--- src/rtl/can_rxf_pkg.sv ---
package can_rxf_pkg;

   typedef struct packed {
      logic        ext;
      logic        rtr;
      logic [3:0]  dlc;
      logic [28:0] id;
      logic [63:0] data;
   } rxf_frame_t;

   typedef enum logic [1:0] {
      ST_IDLE  = 2'd0,
      ST_EVAL  = 2'd1,
      ST_STORE = 2'd2
   } rxf_state_e;

   // Record length in bytes: header plus ID bytes, plus data unless remote.
   function automatic logic [4:0] rec_len(input logic ext, input logic rtr,
                                          input logic [3:0] dlc);
      logic [4:0] n;
      n = ext ? 5'd5 : 5'd3;
      if (!rtr) n = n + {1'b0, dlc};
      return n;
   endfunction

endpackage

--- src/rtl/can_rxf_byte_sel.sv ---
module can_rxf_byte_sel
   import can_rxf_pkg::*;
(
   input  rxf_frame_t  frm,
   input  logic [3:0]  idx,
   output logic [7:0]  byte_o
);

   logic [2:0] base;
   logic [2:0] k;
   logic [7:0] data_b;

   always_comb begin
      base   = frm.ext ? 3'd5 : 3'd3;
      k      = idx[2:0] - base;          // wraps modulo 8, idx <= 12
      data_b = frm.data[{k, 3'b000} +: 8];
      if (idx == 4'd0) begin
         byte_o = {frm.ext, frm.rtr, 2'b00, frm.dlc};
      end else if (frm.ext) begin
         case (idx)
            4'd1:    byte_o = frm.id[28:21];
            4'd2:    byte_o = frm.id[20:13];
            4'd3:    byte_o = frm.id[12:5];
            4'd4:    byte_o = {frm.id[4:0], 3'b000};
            default: byte_o = data_b;
         endcase
      end else begin
         case (idx)
            4'd1:    byte_o = frm.id[10:3];
            4'd2:    byte_o = {frm.id[2:0], 5'b00000};
            default: byte_o = data_b;
         endcase
      end
   end

endmodule

--- src/rtl/can_rxf_ram.sv ---
module can_rxf_ram #(
   parameter  int DEPTH = 64,
   localparam int AW    = $clog2(DEPTH)
) (
   input  logic          clk,
   input  logic          we,
   input  logic [AW-1:0] waddr,
   input  logic [7:0]    wdata,
   input  logic [AW-1:0] raddr_a,
   output logic [7:0]    rdata_a,
   input  logic [AW-1:0] raddr_b,
   output logic [7:0]    rdata_b
);

   logic [7:0] mem [DEPTH];

   always_ff @(posedge clk) begin
      if (we) mem[waddr] <= wdata;
   end

   assign rdata_a = mem[raddr_a];
   assign rdata_b = mem[raddr_b];

endmodule

--- src/rtl/can_rx_record_fifo.sv ---
module can_rx_record_fifo
   import can_rxf_pkg::*;
#(
   parameter  int CAP_BYTES = 64,
   parameter  int WIN_BYTES = 13,
   localparam int AW        = $clog2(CAP_BYTES)
) (
   input  logic          clk,
   input  logic          rst_n,
   input  logic          frm_valid,
   output logic          frm_ready,
   input  logic          frm_ext,
   input  logic          frm_rtr,
   input  logic [3:0]    frm_dlc,
   input  logic [28:0]   frm_id,
   input  logic [63:0]   frm_data,
   input  logic          rel_cmd,
   input  logic          clr_ovr,
   input  logic          op_enter,
   input  logic [3:0]    win_ofs,
   output logic [7:0]    win_data,
   output logic [7:0]    sts_o,
   output logic [7:0]    intf_o,
   output logic [AW:0]   byte_count,
   output logic [AW:0]   msg_count
);

   localparam int CW = AW + 1;

   // Elaboration checks on the parameter set.
   if ((1 << AW) != CAP_BYTES) begin : g_cap_pow2
      $error("CAP_BYTES must be a power of two");
   end
   if (CAP_BYTES < 16) begin : g_cap_min
      $error("CAP_BYTES must hold at least one full extended record");
   end
   if (WIN_BYTES < 13 || WIN_BYTES > 16) begin : g_win_rng
      $error("WIN_BYTES must lie in 13..16");
   end

   rxf_frame_t   frm_q;
   rxf_state_e   state;
   logic [AW-1:0] wr_ptr, rd_ptr;
   logic [3:0]   idx;
   logic [4:0]   cur_len;
   logic [CW-1:0] byte_cnt, msg_cnt;
   logic         ovr_st, ovr_irq, irq_rx;
   logic [7:0]   head_byte, store_byte, win_raw;
   logic [4:0]   eval_len, rel_len;
   logic         bad_dlc, fits, store_commit, rel_ok, ovr_hit;
   logic         unused_hdr_bits;

   can_rxf_byte_sel i_sel (
      .frm    (frm_q),
      .idx    (idx),
      .byte_o (store_byte)
   );

   can_rxf_ram #(.DEPTH(CAP_BYTES)) i_ram (
      .clk     (clk),
      .we      (state == ST_STORE),
      .waddr   (wr_ptr),
      .wdata   (store_byte),
      .raddr_a (rd_ptr),
      .rdata_a (head_byte),
      .raddr_b (rd_ptr + AW'(win_ofs)),
      .rdata_b (win_raw)
   );

   assign unused_hdr_bits = ^head_byte[5:4];

   always_comb begin
      eval_len     = rec_len(frm_q.ext, frm_q.rtr, frm_q.dlc);
      bad_dlc      = frm_q.dlc > 4'd8;
      fits         = ({1'b0, byte_cnt} + (CW+1)'(eval_len)) <= (CW+1)'(CAP_BYTES);
      store_commit = (state == ST_STORE) && ({1'b0, idx} == cur_len - 5'd1);
      rel_ok       = rel_cmd && (msg_cnt != '0);
      rel_len      = rec_len(head_byte[7], head_byte[6], head_byte[3:0]);
      ovr_hit      = (state == ST_EVAL) && !bad_dlc && !fits && !op_enter;
   end

   always_ff @(posedge clk or negedge rst_n) begin
      if (!rst_n) begin
         state    <= ST_IDLE;
         frm_q    <= '0;
         wr_ptr   <= '0;
         rd_ptr   <= '0;
         idx      <= '0;
         cur_len  <= '0;
         byte_cnt <= '0;
         msg_cnt  <= '0;
         irq_rx   <= 1'b0;
      end else if (op_enter) begin
         state    <= ST_IDLE;
         byte_cnt <= '0;
         msg_cnt  <= '0;
         wr_ptr   <= rd_ptr;
         irq_rx   <= 1'b0;
      end else begin
         case (state)
            ST_IDLE: begin
               if (frm_valid) begin
                  frm_q <= '{ext: frm_ext, rtr: frm_rtr, dlc: frm_dlc,
                             id: frm_id, data: frm_data};
                  state <= ST_EVAL;
               end
            end
            ST_EVAL: begin
               if (bad_dlc || !fits) begin
                  state <= ST_IDLE;
               end else begin
                  state   <= ST_STORE;
                  idx     <= '0;
                  cur_len <= eval_len;
               end
            end
            ST_STORE: begin
               wr_ptr <= wr_ptr + 1'b1;
               idx    <= idx + 4'd1;
               if (store_commit) state <= ST_IDLE;
            end
            default: state <= ST_IDLE;
         endcase
         byte_cnt <= byte_cnt + (store_commit ? CW'(cur_len) : '0)
                              - (rel_ok ? CW'(rel_len) : '0);
         msg_cnt  <= msg_cnt + CW'(store_commit) - CW'(rel_ok);
         if (rel_ok) rd_ptr <= rd_ptr + AW'(rel_len);
         if (store_commit) irq_rx <= 1'b1;
         else if (rel_ok && msg_cnt == CW'(1)) irq_rx <= 1'b0;
      end
   end

   always_ff @(posedge clk or negedge rst_n) begin
      if (!rst_n) begin
         ovr_st  <= 1'b0;
         ovr_irq <= 1'b0;
      end else if (ovr_hit) begin
         ovr_st  <= 1'b1;
         ovr_irq <= 1'b1;
      end else if (clr_ovr) begin
         ovr_st  <= 1'b0;
         ovr_irq <= 1'b0;
      end
   end

   assign frm_ready  = (state == ST_IDLE);
   assign win_data   = (32'(win_ofs) < WIN_BYTES) ? win_raw : 8'h00;
   assign sts_o      = {3'b000, state != ST_IDLE, 2'b00, ovr_st, msg_cnt != '0};
   assign intf_o     = {4'b0000, ovr_irq, 2'b00, irq_rx};
   assign byte_count = byte_cnt;
   assign msg_count  = msg_cnt;

endmodule

--- config.mk ---
export PLATFORM = sky130hd
export DESIGN_NAME = can_rx_record_fifo
export DESIGN_NICKNAME = d
export VERILOG_FILES = /design/src/rtl/can_rxf_pkg.sv /design/src/rtl/can_rxf_byte_sel.sv /design/src/rtl/can_rxf_ram.sv /design/src/rtl/can_rx_record_fifo.sv
export SDC_FILE = /design/constraint.sdc
export NUM_CORES = 1
export LEC_CHECK = 0
export BUFFER_PORTS_ARGS = -buffer_cell sky130_fd_sc_hd__buf_2
export CAP_MARGIN = 15
export CORE_MARGIN = 2
export CORE_UTILIZATION = 67
export DETAILED_ROUTE_END_ITERATION = 10
export PLACE_DENSITY = 0.93
export SLEW_MARGIN = 15
export SYNTH_ARGS = -nofsm -noshare
export SYNTH_HDL_FRONTEND = slang
export SYNTH_SLANG_ARGS = --single-unit
--- constraint.sdc ---
create_clock -name clk -period 8.93 [get_ports clk]
set_input_delay 1.3395 -clock clk [delete_from_list [all_inputs] [get_ports clk]]
set_output_delay 1.3395 -clock clk [all_outputs]
set_load 0.03 [all_outputs]
==> results.toml <==
[outcome]
outcome = "finished, final reports clean"

[detailed_routing]
antenna_left = 0
viasPerCell = 7.75
first_pass_iters = 6
drtIter0Drc = 3772
wl_per_cell_um = 36.0
vias = 19600
wl_mm = 90.7
route.detailed.drc = 0

[clock_tree]
cts_made_buffers = 67
clock-sinks = 650
ctsRootBufferMaster = "clkbuf_16"
ctsResizeCount = 0
clkLatencyLatePin_ps = 630
cts_setup_buffers = 0
clock_path_buffers = 3
cts_max_level = 3
hold_buffers = 0
clk_pin_slew_worst_paths_ps = 60
cts_tree = "done"

[critical_path]
rr_endpoint = "byte_count[6]$_DFF_PN0_"
critPathKind = "input port to output pin"
startpoint_type = "input port"
rrSetupSlack_ps = 2370
endpoint_kind = "output pin"
r2r_start = "rd_ptr[1]$_DFFE_PN0P_"
required_ps = 7590
path_max_fanout = 65
arrival_ps = 5700
ff2ff_path_depth = 17

[finish]
synthToLayoutAreaGrowth_pct = 11.0
layout.nets = 2025
final_common_cell = "edfxtp_1"
seq_area_um2 = 18800
drive_above_1_share_pct = 35.4
n_fill_cell = 2221
utilization_pct = 75.4
final_area_um2 = 34200
final_cell_mix = "edfxtp_1 (512), mux4_2 (285), dfrtp_1 (135), buf_2 (135), mux2_2 (107)"
multiInputGateArea_um2 = 11500

[synth]
yosysUniqueCellTypes = 61
ys_warn_count = 0
ys_seq_area_share_pct = 61.0
syn-cell-area_um2 = 30800
synth_edf_count = 512
async_flop_share_pct = 21.2
ys.flop_type = "edfxtp_1"
synth_cells = 1745
ys_seq_elements = 650
syn_area_per_cell_um2 = 17.7

[timing]
finalWorstSetupSlack_ps = 1890
post-route-period-util_pct = 78.9
max_freq_ghz = 0.142
worst_pin_slew_ps = 1470
tns_ps = 0
drv_slew = 0
fin_skew_ps = 30.5
rsz0062_at_grt = "false"
hold_viol = 0
maxSlewHeadroom_pct = 1.36
period_needed_ps = 7040
setup_violations = 0

[place]
placed_area_um2 = 32100
portBuffers = 136
dp_slack_ps = 2520
dp_hpwl_mm = 51.2
gp_congestion = 0.936

[global_route]
grt_max_degree = 92
grt_pass1_wl_mm = 132
antenna_found_initial = 15
first_global_vias = 19800
overflow = 0
grtUsageTotal_pct = 39.0

[die]
die_h_um = 219
start_util_pct = 68.0
core_area_um2 = 45400
die_area_um2 = 47800
core.rowCount = 78
die_w_um = 219
pin_count = 148

[power]
p_leak_nw = 11.8
irDropWorstVdd_v = 0.000455
power.density_nw_per_um2 = 422

[flow_run]
maxCapViolations = 0

[worst_hold_path]
holdPathEnd = "frm_q[41]$_DFFE_PN0P_"
hold_depth = 1
hp-class = "register to register"
hold_start = "frm_q[41]$_DFFE_PN0P_"
## critical path: stages
cell and delay [ps]:
buf_2 130, ha_4 170, fa_4 1490, buf_12 430, mux4_2 310, mux4_2 390, mux2i_1 140, a211oi_1 870
buf_2 360
## registers in the layout, indices dropped and copies added (netlist names), 2 cells and up
| name | flops |
|---|---|
| i_ram.mem | 512 |
| frm_q | 99 |
| byte_count | 7 |
| msg_count | 7 |
| rd_ptr | 6 |
| wr_ptr | 6 |
| cur_len | 5 |
| idx | 4 |
| state | 2 |
## area by class of cell
cell class | count | share of cell area, %
repair buffers | 163 | 2.72
diodes | 8 | 0.0585
multi-input cells | 936 | 33.5
inverters | 45 | 0.494
flip-flops and latches | 650 | 55.0
clock buffers | 92 | 5.32
well taps | 600 | 2.19
clock inverters | 27 | 0.698
## cells by family after synthesis
| group | synth area share (%) |
|---|---|
| AOI/OAI and AO/OA | 3.60 |
| xor gates and xnor gates | 1.08 |
| adders and majority gates | 2.44 |
| buffers and inverters | 2.49 |
| DFF | 61.0 |
| muxes | 25.6 |
| other | 0.0122 |
| and+or+nand+nor | 3.78 |
## how the worst max path moves through the flow
| stage | from | endpoint | depth (start not counted) |
|---|---|---|---|
| after floorplan | win_ofs[0] | win_data[0] | 9 |
| after global placement | win_ofs[0] | win_data[1] | 9 |
| after detailed placement | win_ofs[0] | win_data[1] | 9 |
| after CTS | win_ofs[0] | win_data[4] | 9 |
| after global routing | win_ofs[0] | win_data[6] | 9 |
| final | win_ofs[0] | win_data[6] | 9 |
## synth_stat cells, types with 4 or more instances
cell type  count  share of area [%]
a211oi_1      21               0.51
a21o_1        16               0.39
a21oi_1       32               0.52
a22oi_1       15               0.37
a31oi_1       16               0.32
and2_1         5               0.10
buf_1          8              0.097
buf_2         25               0.41
buf_4         15               0.37
buf_6          6               0.22
clkbuf_1      70               0.85
dfrtp_1      138                 11
edfxtp_1     512                 50
fa_1          12               0.78
ha_1          41                1.7
inv_1         42               0.51
mux2_2       107                3.9
mux2i_1       26               0.84
mux4_2       285                 21
nand2_1       50               0.61
nand2b_1       7               0.14
nand3_1       22               0.36
nand3b_1       7               0.17
nor2_1       107                1.3
nor2b_1       20               0.41
nor3_1        11               0.18
nor4_1         5               0.10
o21ai_0       22               0.36
o21ai_1        9               0.15
o21bai_1       4              0.097
xnor2_1       21               0.60
xor2_1        17               0.48
## per-layer routing
| metal | GRT usage, % | vias up | wire, µm |
|---|---|---|---|
| met5 | 0.521 | - | 95 |
| met4 | 22.0 | 14 | 6720 |
| met3 | 14.5 | 542 | 12700 |
| met2 | 60.0 | 2084 | 42800 |
| met1 | 48.1 | 9641 | 28400 |
| li1 | - | 7269 | - |
## power breakdown
part	leakage (nW)	internal, mW	switching (mW)
combinational	4.55	2.84	4.32
sequential	6.29	4.21	0.334
clock	1.01	1.52	1.20
## stage by stage
step / power (mW) / hold slack (ps) / instances
after global placement: 10.8 / 485 / 2390
after global routing: 14.8 / 519 / 2519
final: 14.4 / 505 / 2521
after floorplan: 9.19 / 475 / 1755
after detailed placement: 11.2 / 492 / 2390
after CTS: 14.0 / 506 / 2509
Note: power is estimated with default switching activity, not from simulation.
